[src/rtl/cfs_pkg.sv]
package cfs_pkg;
  typedef enum logic [1:0] {
    CAUSE_NONE = 2'b00,
    CAUSE_UV   = 2'b01,
    CAUSE_OV   = 2'b10,
    CAUSE_REG  = 2'b11
  } cause_e;

  localparam int unsigned NUM_CHK = 3;
  localparam int unsigned CHK_UV  = 0;
  localparam int unsigned CHK_OV  = 1;
  localparam int unsigned CHK_REG = 2;
endpackage

[src/rtl/cfs_sample_eval.sv]
module cfs_sample_eval #(
  parameter int unsigned CODE_W = 12
) (
  input  logic              clk,
  input  logic              rst,
  input  logic              sample_vld,
  input  logic [CODE_W-1:0] vin_code,
  input  logic [CODE_W-1:0] vout_code,
  input  logic [CODE_W-1:0] vref_code,
  input  logic [CODE_W-1:0] uv_level,
  input  logic [CODE_W-1:0] ov_level,
  input  logic [CODE_W-1:0] reg_tol,
  input  logic              reg_check_en,
  output logic [cfs_pkg::NUM_CHK-1:0] cond
);
  import cfs_pkg::*;

  logic [NUM_CHK-1:0] cond_q;
  logic [CODE_W-1:0]  dev;

  // magnitude of output deviation from the live reference
  always_comb begin
    if (vout_code >= vref_code) dev = vout_code - vref_code;
    else                        dev = vref_code - vout_code;
  end

  always_ff @(posedge clk) begin
    if (rst) begin
      cond_q <= '0;
    end else if (sample_vld) begin
      cond_q[CHK_UV]  <= (vin_code < uv_level);
      cond_q[CHK_OV]  <= (vin_code > ov_level);
      cond_q[CHK_REG] <= (dev > reg_tol);
    end
  end

  // regulation verdict is masked outside ramp/regulation
  assign cond = {cond_q[CHK_REG] & reg_check_en, cond_q[CHK_OV], cond_q[CHK_UV]};

  AST_HOLD_NO_STROBE: assert property (@(posedge clk) disable iff (rst)
    !sample_vld |=> $stable(cond_q));

  AST_MASKED_REG: assert property (@(posedge clk) disable iff (rst)
    !reg_check_en |-> !cond[CHK_REG]);
endmodule

[src/rtl/cfs_fault_timer.sv]
module cfs_fault_timer #(
  parameter int unsigned MS_W = 8
) (
  input  logic            clk,
  input  logic            rst,
  input  logic            cond,
  input  logic            ms_tick,
  input  logic [MS_W-1:0] trip_ms,
  input  logic [MS_W-1:0] recov_ms,
  output logic            flag
);
  localparam int unsigned EXT_W = MS_W + 1;

  logic [MS_W-1:0]  cnt_q;
  logic             flag_q;
  logic [EXT_W-1:0] cnt_nx;
  logic             trip_hit;
  logic             recov_hit;

  assign cnt_nx    = {1'b0, cnt_q} + EXT_W'(1);
  assign trip_hit  = (trip_ms == '0)  || (ms_tick && (cnt_nx >= {1'b0, trip_ms}));
  assign recov_hit = (recov_ms == '0) || (ms_tick && (cnt_nx >= {1'b0, recov_ms}));

  always_ff @(posedge clk) begin
    if (rst) begin
      flag_q <= 1'b0;
      cnt_q  <= '0;
    end else if (!flag_q) begin
      if (!cond) begin
        cnt_q <= '0;
      end else if (trip_hit) begin
        flag_q <= 1'b1;
        cnt_q  <= '0;
      end else if (ms_tick) begin
        cnt_q <= cnt_nx[MS_W-1:0];
      end
    end else begin
      if (cond) begin
        cnt_q <= '0;
      end else if (recov_hit) begin
        flag_q <= 1'b0;
        cnt_q  <= '0;
      end else if (ms_tick) begin
        cnt_q <= cnt_nx[MS_W-1:0];
      end
    end
  end

  assign flag = flag_q;

  AST_TRIP_NEEDS_COND: assert property (@(posedge clk) disable iff (rst)
    $rose(flag_q) |-> $past(cond));

  AST_RELEASE_NEEDS_CLEAR: assert property (@(posedge clk) disable iff (rst)
    $fell(flag_q) |-> !$past(cond));

  AST_TRIP_CNT_RESTART: assert property (@(posedge clk) disable iff (rst)
    (!flag_q && !cond) |=> (cnt_q == '0));
endmodule

[src/rtl/conv_fault_supervisor.sv]
module conv_fault_supervisor #(
  parameter int unsigned CODE_W = 12,
  parameter int unsigned MS_W   = 8
) (
  input  logic              clk,
  input  logic              rst,
  input  logic              sample_vld,
  input  logic [CODE_W-1:0] vin_code,
  input  logic [CODE_W-1:0] vout_code,
  input  logic [CODE_W-1:0] vref_code,
  input  logic [CODE_W-1:0] uv_level,
  input  logic [CODE_W-1:0] ov_level,
  input  logic [CODE_W-1:0] reg_tol,
  input  logic [MS_W-1:0]   in_trip_ms,
  input  logic [MS_W-1:0]   reg_trip_ms,
  input  logic [MS_W-1:0]   recov_ms,
  input  logic              ms_tick,
  input  logic              reg_check_en,
  output logic              shutdown_req,
  output logic [1:0]        fault_cause
);
  import cfs_pkg::*;

  logic [NUM_CHK-1:0] cond;
  logic [NUM_CHK-1:0] flags;
  logic               sd_q;
  cause_e             cause_q;
  cause_e             first_c;

  cfs_sample_eval #(.CODE_W(CODE_W)) u_eval (
    .clk(clk), .rst(rst), .sample_vld(sample_vld),
    .vin_code(vin_code), .vout_code(vout_code), .vref_code(vref_code),
    .uv_level(uv_level), .ov_level(ov_level), .reg_tol(reg_tol),
    .reg_check_en(reg_check_en), .cond(cond)
  );

  for (genvar g = 0; g < NUM_CHK; g++) begin : g_chk
    localparam bit IS_REG = (g == CHK_REG);
    cfs_fault_timer #(.MS_W(MS_W)) u_tmr (
      .clk(clk), .rst(rst), .cond(cond[g]), .ms_tick(ms_tick),
      .trip_ms(IS_REG ? reg_trip_ms : in_trip_ms),
      .recov_ms(recov_ms), .flag(flags[g])
    );
  end

  // same-cycle ranking: undervoltage, overvoltage, regulation
  always_comb begin
    if      (flags[CHK_UV])  first_c = CAUSE_UV;
    else if (flags[CHK_OV])  first_c = CAUSE_OV;
    else if (flags[CHK_REG]) first_c = CAUSE_REG;
    else                     first_c = CAUSE_NONE;
  end

  always_ff @(posedge clk) begin
    if (rst) begin
      sd_q    <= 1'b0;
      cause_q <= CAUSE_NONE;
    end else begin
      sd_q <= |flags;
      if (flags == '0)              cause_q <= CAUSE_NONE;
      else if (cause_q == CAUSE_NONE) cause_q <= first_c;
    end
  end

  assign shutdown_req = sd_q;
  assign fault_cause  = cause_q;

  AST_CAUSE_HELD: assert property (@(posedge clk) disable iff (rst)
    (sd_q && $past(sd_q)) |-> $stable(cause_q));

  AST_IDLE_NO_CAUSE: assert property (@(posedge clk) disable iff (rst)
    !sd_q |-> (cause_q == CAUSE_NONE));

  AST_SD_FROM_FLAG: assert property (@(posedge clk) disable iff (rst)
    $rose(sd_q) |-> $past(flags != '0));
endmodule

[config.mk]
export PLATFORM = sky130hd
export DESIGN_NAME = conv_fault_supervisor
export DESIGN_NICKNAME = d
export VERILOG_FILES = /design/src/rtl/cfs_pkg.sv /design/src/rtl/cfs_sample_eval.sv /design/src/rtl/cfs_fault_timer.sv /design/src/rtl/conv_fault_supervisor.sv
export SDC_FILE = /design/constraint.sdc
export NUM_CORES = 1
export LEC_CHECK = 0
export ABC_AREA = 1
export BUFFER_PORTS_ARGS = -buffer_cell sky130_fd_sc_hd__buf_2
export CORE_MARGIN = 3
export CORE_UTILIZATION = 63
export CTS_BUF_LIST = sky130_fd_sc_hd__clkbuf_8
export CTS_CLUSTER_SIZE = 24
export DETAILED_ROUTE_END_ITERATION = 7
export GPL_TIMING_DRIVEN = 0
export PLACE_DENSITY_LB_ADDON = 0.08
export SYNTH_ARGS = -nofsm -noshare
export SYNTH_HDL_FRONTEND = slang
export SYNTH_SLANG_ARGS = --single-unit
export TNS_END_PERCENT = 20
[constraint.sdc]
create_clock -name clk -period 7.8 [get_ports clk]
set_input_delay 0.78 -clock clk [delete_from_list [all_inputs] [get_ports clk]]
set_output_delay 0.78 -clock clk [all_outputs]
set_load 0.005 [all_outputs]
==> out/qor.txt <==
Status: complete, no violations
Comb power frac: 0.480
Clock power share: 0.213
Worst hold path type: register to register
Register Area: 660.6 um2
Pre-CTS setup slack: 4053 ps
H-Tree Depth: 2
Fin area: 6168 um2
Register bit total from synthesis: 33
Reg-to-Reg Start: g_chk[2].u_tmr.cnt_q[0]
Peak Freq: 287.8 MHz
Yosys cell types: 43
Share of power burned in registers: 0.307
Pre-Repair DR Iteration Count: 5
Tcrit/Tclk final: 0.4455
Final setup vio count: 0
Final Total Pwr: 0.5768 mW
Port bufs: 101
Sw frac: 0.4019
Overflow after GRT: 0
Mapped Cells: 862
Core box area: 8299 um2
Mapped Avg Cell Area: 6.324 um2
DRT antenna net count: 0
Transition time of the tightest slew-check pin: 579.5 ps
Clk buf depth: 2
PwrDens: 93.51 nW/um2
Wire per inst: 12.93 um
# fillers: 732
CP max FO: 5
Clock sinks: 33
RePlAce Congestion: 0.9891
First-pass GRT wire length: 22990 um
Crit path DAT: 3690 ps
CTS clk-pin slew, worst paths: 60 ps
Asr flop ratio synth: 0
Layout cell share with drive strength beyond 1: 0.1421
Die Y: 99.02 um
Minimum clock period: 3475 ps
Worst VDD drop: 0.06025 mV
Maxcap violations: 0
Die area: 9805 um2
Commonest register cell after synthesis: dfxtp_1
Die Wd: 99.02 um
Vias/cell: 5.419
Req. time, crit path: 8020 ps
Final wirelength: 13910 um
CTS Buf Count: 5
Clock root buffer: clkbuf_8
Setup crit start: vout_code[0]
Headroom to the max-slew limit: 0.6137
DR DRC count: 0
Final Hold Vio Count: 0
CTS tree: yes
Mapped Area: 5451 um2
Final Skew: 4.101 ps
Placed cell area: 6088 um2
Sequential area share after synthesis: 0.1212
Hold-fix buffers, CTS: 0
Largest net degree at the start of global routing: 11
Post_cts resized: 0
P_leak: 3.631 nW
Area of the multi-input gates: 4054 um2
CP startpoint kind: input port
Pint: 0.3450 mW
Via Count: 5831
Area growth from synthesis to layout: 13.15%
Worst Path Class, Setup: input port to register
Initial Utilization: 0.6569
EDFF count, synth: 0
Placed wire-length estimate: 11830 um
RSZ-0062 raised after global routing: no
IO Pins: 104
Net switching power: 0.2318 mW
ANT cells: 0
Hold_sp: u_eval.cond_q[2]
GRT Total Usage: 0.2756
Syn. warnings: 0
Post-CTS setup buffer count: 0
Number of global-route vias before repair: 5479
Setup TNS: 0 ps
Fin nets: 1182
Final setup margin: 4325 ps
Syn Nets: 1074
Fin. max-slew vios: 0
First-iteration detailed-routing DRC count: 224
Placement row count: 33
Initial antenna violation count: 1
CP Capture Type: register
Worst-Skew Late Latency: 290 ps
## placed cells by master, fill, tap and decap left out, drive strengths merged, types with 12 or more instances in the layout
cell | netlist | final
nor2 | 78 | 78
nand2 | 168 | 168
ha | 109 | 109
clkbuf | 7 | 12
inv | 174 | 177
nand3 | 44 | 44
dfxtp | 33 | 33
buf | 9 | 110
a21oi | 104 | 104
xor2 | 24 | 24
o21ai | 47 | 47
## final timing paths
path / end / slack, ps / cells after the start
max reg2reg: g_chk[2].u_tmr.cnt_q[2] / 5010 / 15
max: u_eval.cond_q[2] / 4320 / 20
min: u_eval.cond_q[2] / 490 / 2
min reg2reg: u_eval.cond_q[2] / 490 / 2
## area by class of cell
class | count | area share
multi-input combinational | 638 | 0.6572
sequential | 33 | 0.1071
clock inverter | 3 | 0.001826
clock buffer | 5 | 0.01116
inverter | 175 | 0.1065
timing repair buffer | 101 | 0.08195
buffer | 16 | 0.01298
tap | 105 | 0.02130
## metrics by stage
stage	util	hold WS [ps]	std cells
detailed placement	0.7336	478.8	1068
global placement	0.7336	475.8	1068
finish	0.7433	486.8	1076
global route	0.7433	519.7	1076
floorplan	-	443.5	862
CTS	0.7433	487.7	1076
## per-layer routing
metal | GRT usage | wire length, um
met5 | 0 | 13
met4 | 0.07248 | 280
met3 | 0.02689 | 551
met2 | 0.5222 | 7076
met1 | 0.3277 | 5988
## logic make-up (layout without fill, tap and decap cells)
family / count (synthesis) / in the layout / share of synthesized area
AND/OR/NAND/NOR: 323 / 323 / 0.2681
AO/OA/AOI/OAI: 178 / 178 / 0.1763
buffers and inverters: 191 / 300 / 0.1352
adder cells (fa/ha/maj): 111 / 111 / 0.2575
flip-flops: 33 / 33 / 0.1212
XOR/XNOR: 26 / 26 / 0.04177
## critical path, stage by stage
cell      delay (ps)
buf_2            110
inv_1             50
ha_1             160
inv_1             50
fa_1             400
nand2_1           80
nand2_1          120
a21boi_0         330
o21ai_0          150
xor2_1           220
nand2_1           80
nand2_1           60
inv_1             40
ha_1             290
nand4_1          120
nor3_1           200
nand2_1          100
o211ai_1         110
nand3_1          100
a21oi_1          130
## cells in the mapped netlist, drive strengths merged (2+ instances only)
cell type | count | area, um2
inv | 174 | 653.1
nand2 | 168 | 653.1
ha | 109 | 1364
a21oi | 104 | 520.5
nor2 | 78 | 332.8
o21ai | 47 | 239.0
nand3 | 44 | 260.3
dfxtp | 33 | 660.6
xor2 | 24 | 210.2
a21o | 11 | 82.58
nor3 | 11 | 60.06
buf | 9 | 51.30
nand4 | 8 | 50.05
nor4 | 8 | 50.05
clkbuf | 7 | 28.78
nand3b | 4 | 42.54
a21boi | 3 | 22.52
o211ai | 3 | 22.52
o21a | 3 | 22.52
o31ai | 3 | 22.52
a211oi | 2 | 15.01
fa | 2 | 40.04
xnor2 | 2 | 17.52
## power by group through the flow
stage	registers (mW)	logic, mW	clock network [mW]
final	0.177	0.277	0.123
after global routing	0.177	0.317	0.128
after CTS	0.177	0.276	0.122
after detailed placement	0.181	0.274	0
after global placement	0.181	0.260	0
after floorplan	0.179	0.194	0
## state kept, by name (all words and copies together) (netlist names)
| signal | flops |
|---|---|
| g_chk.u_tmr.cnt_q | 24 |
| g_chk.u_tmr.flag | 3 |
| u_eval.cond_q | 3 |
| fault_cause | 2 |
| shutdown_req | 1 |
No activity file was read; power rests on OpenSTA's default activity.
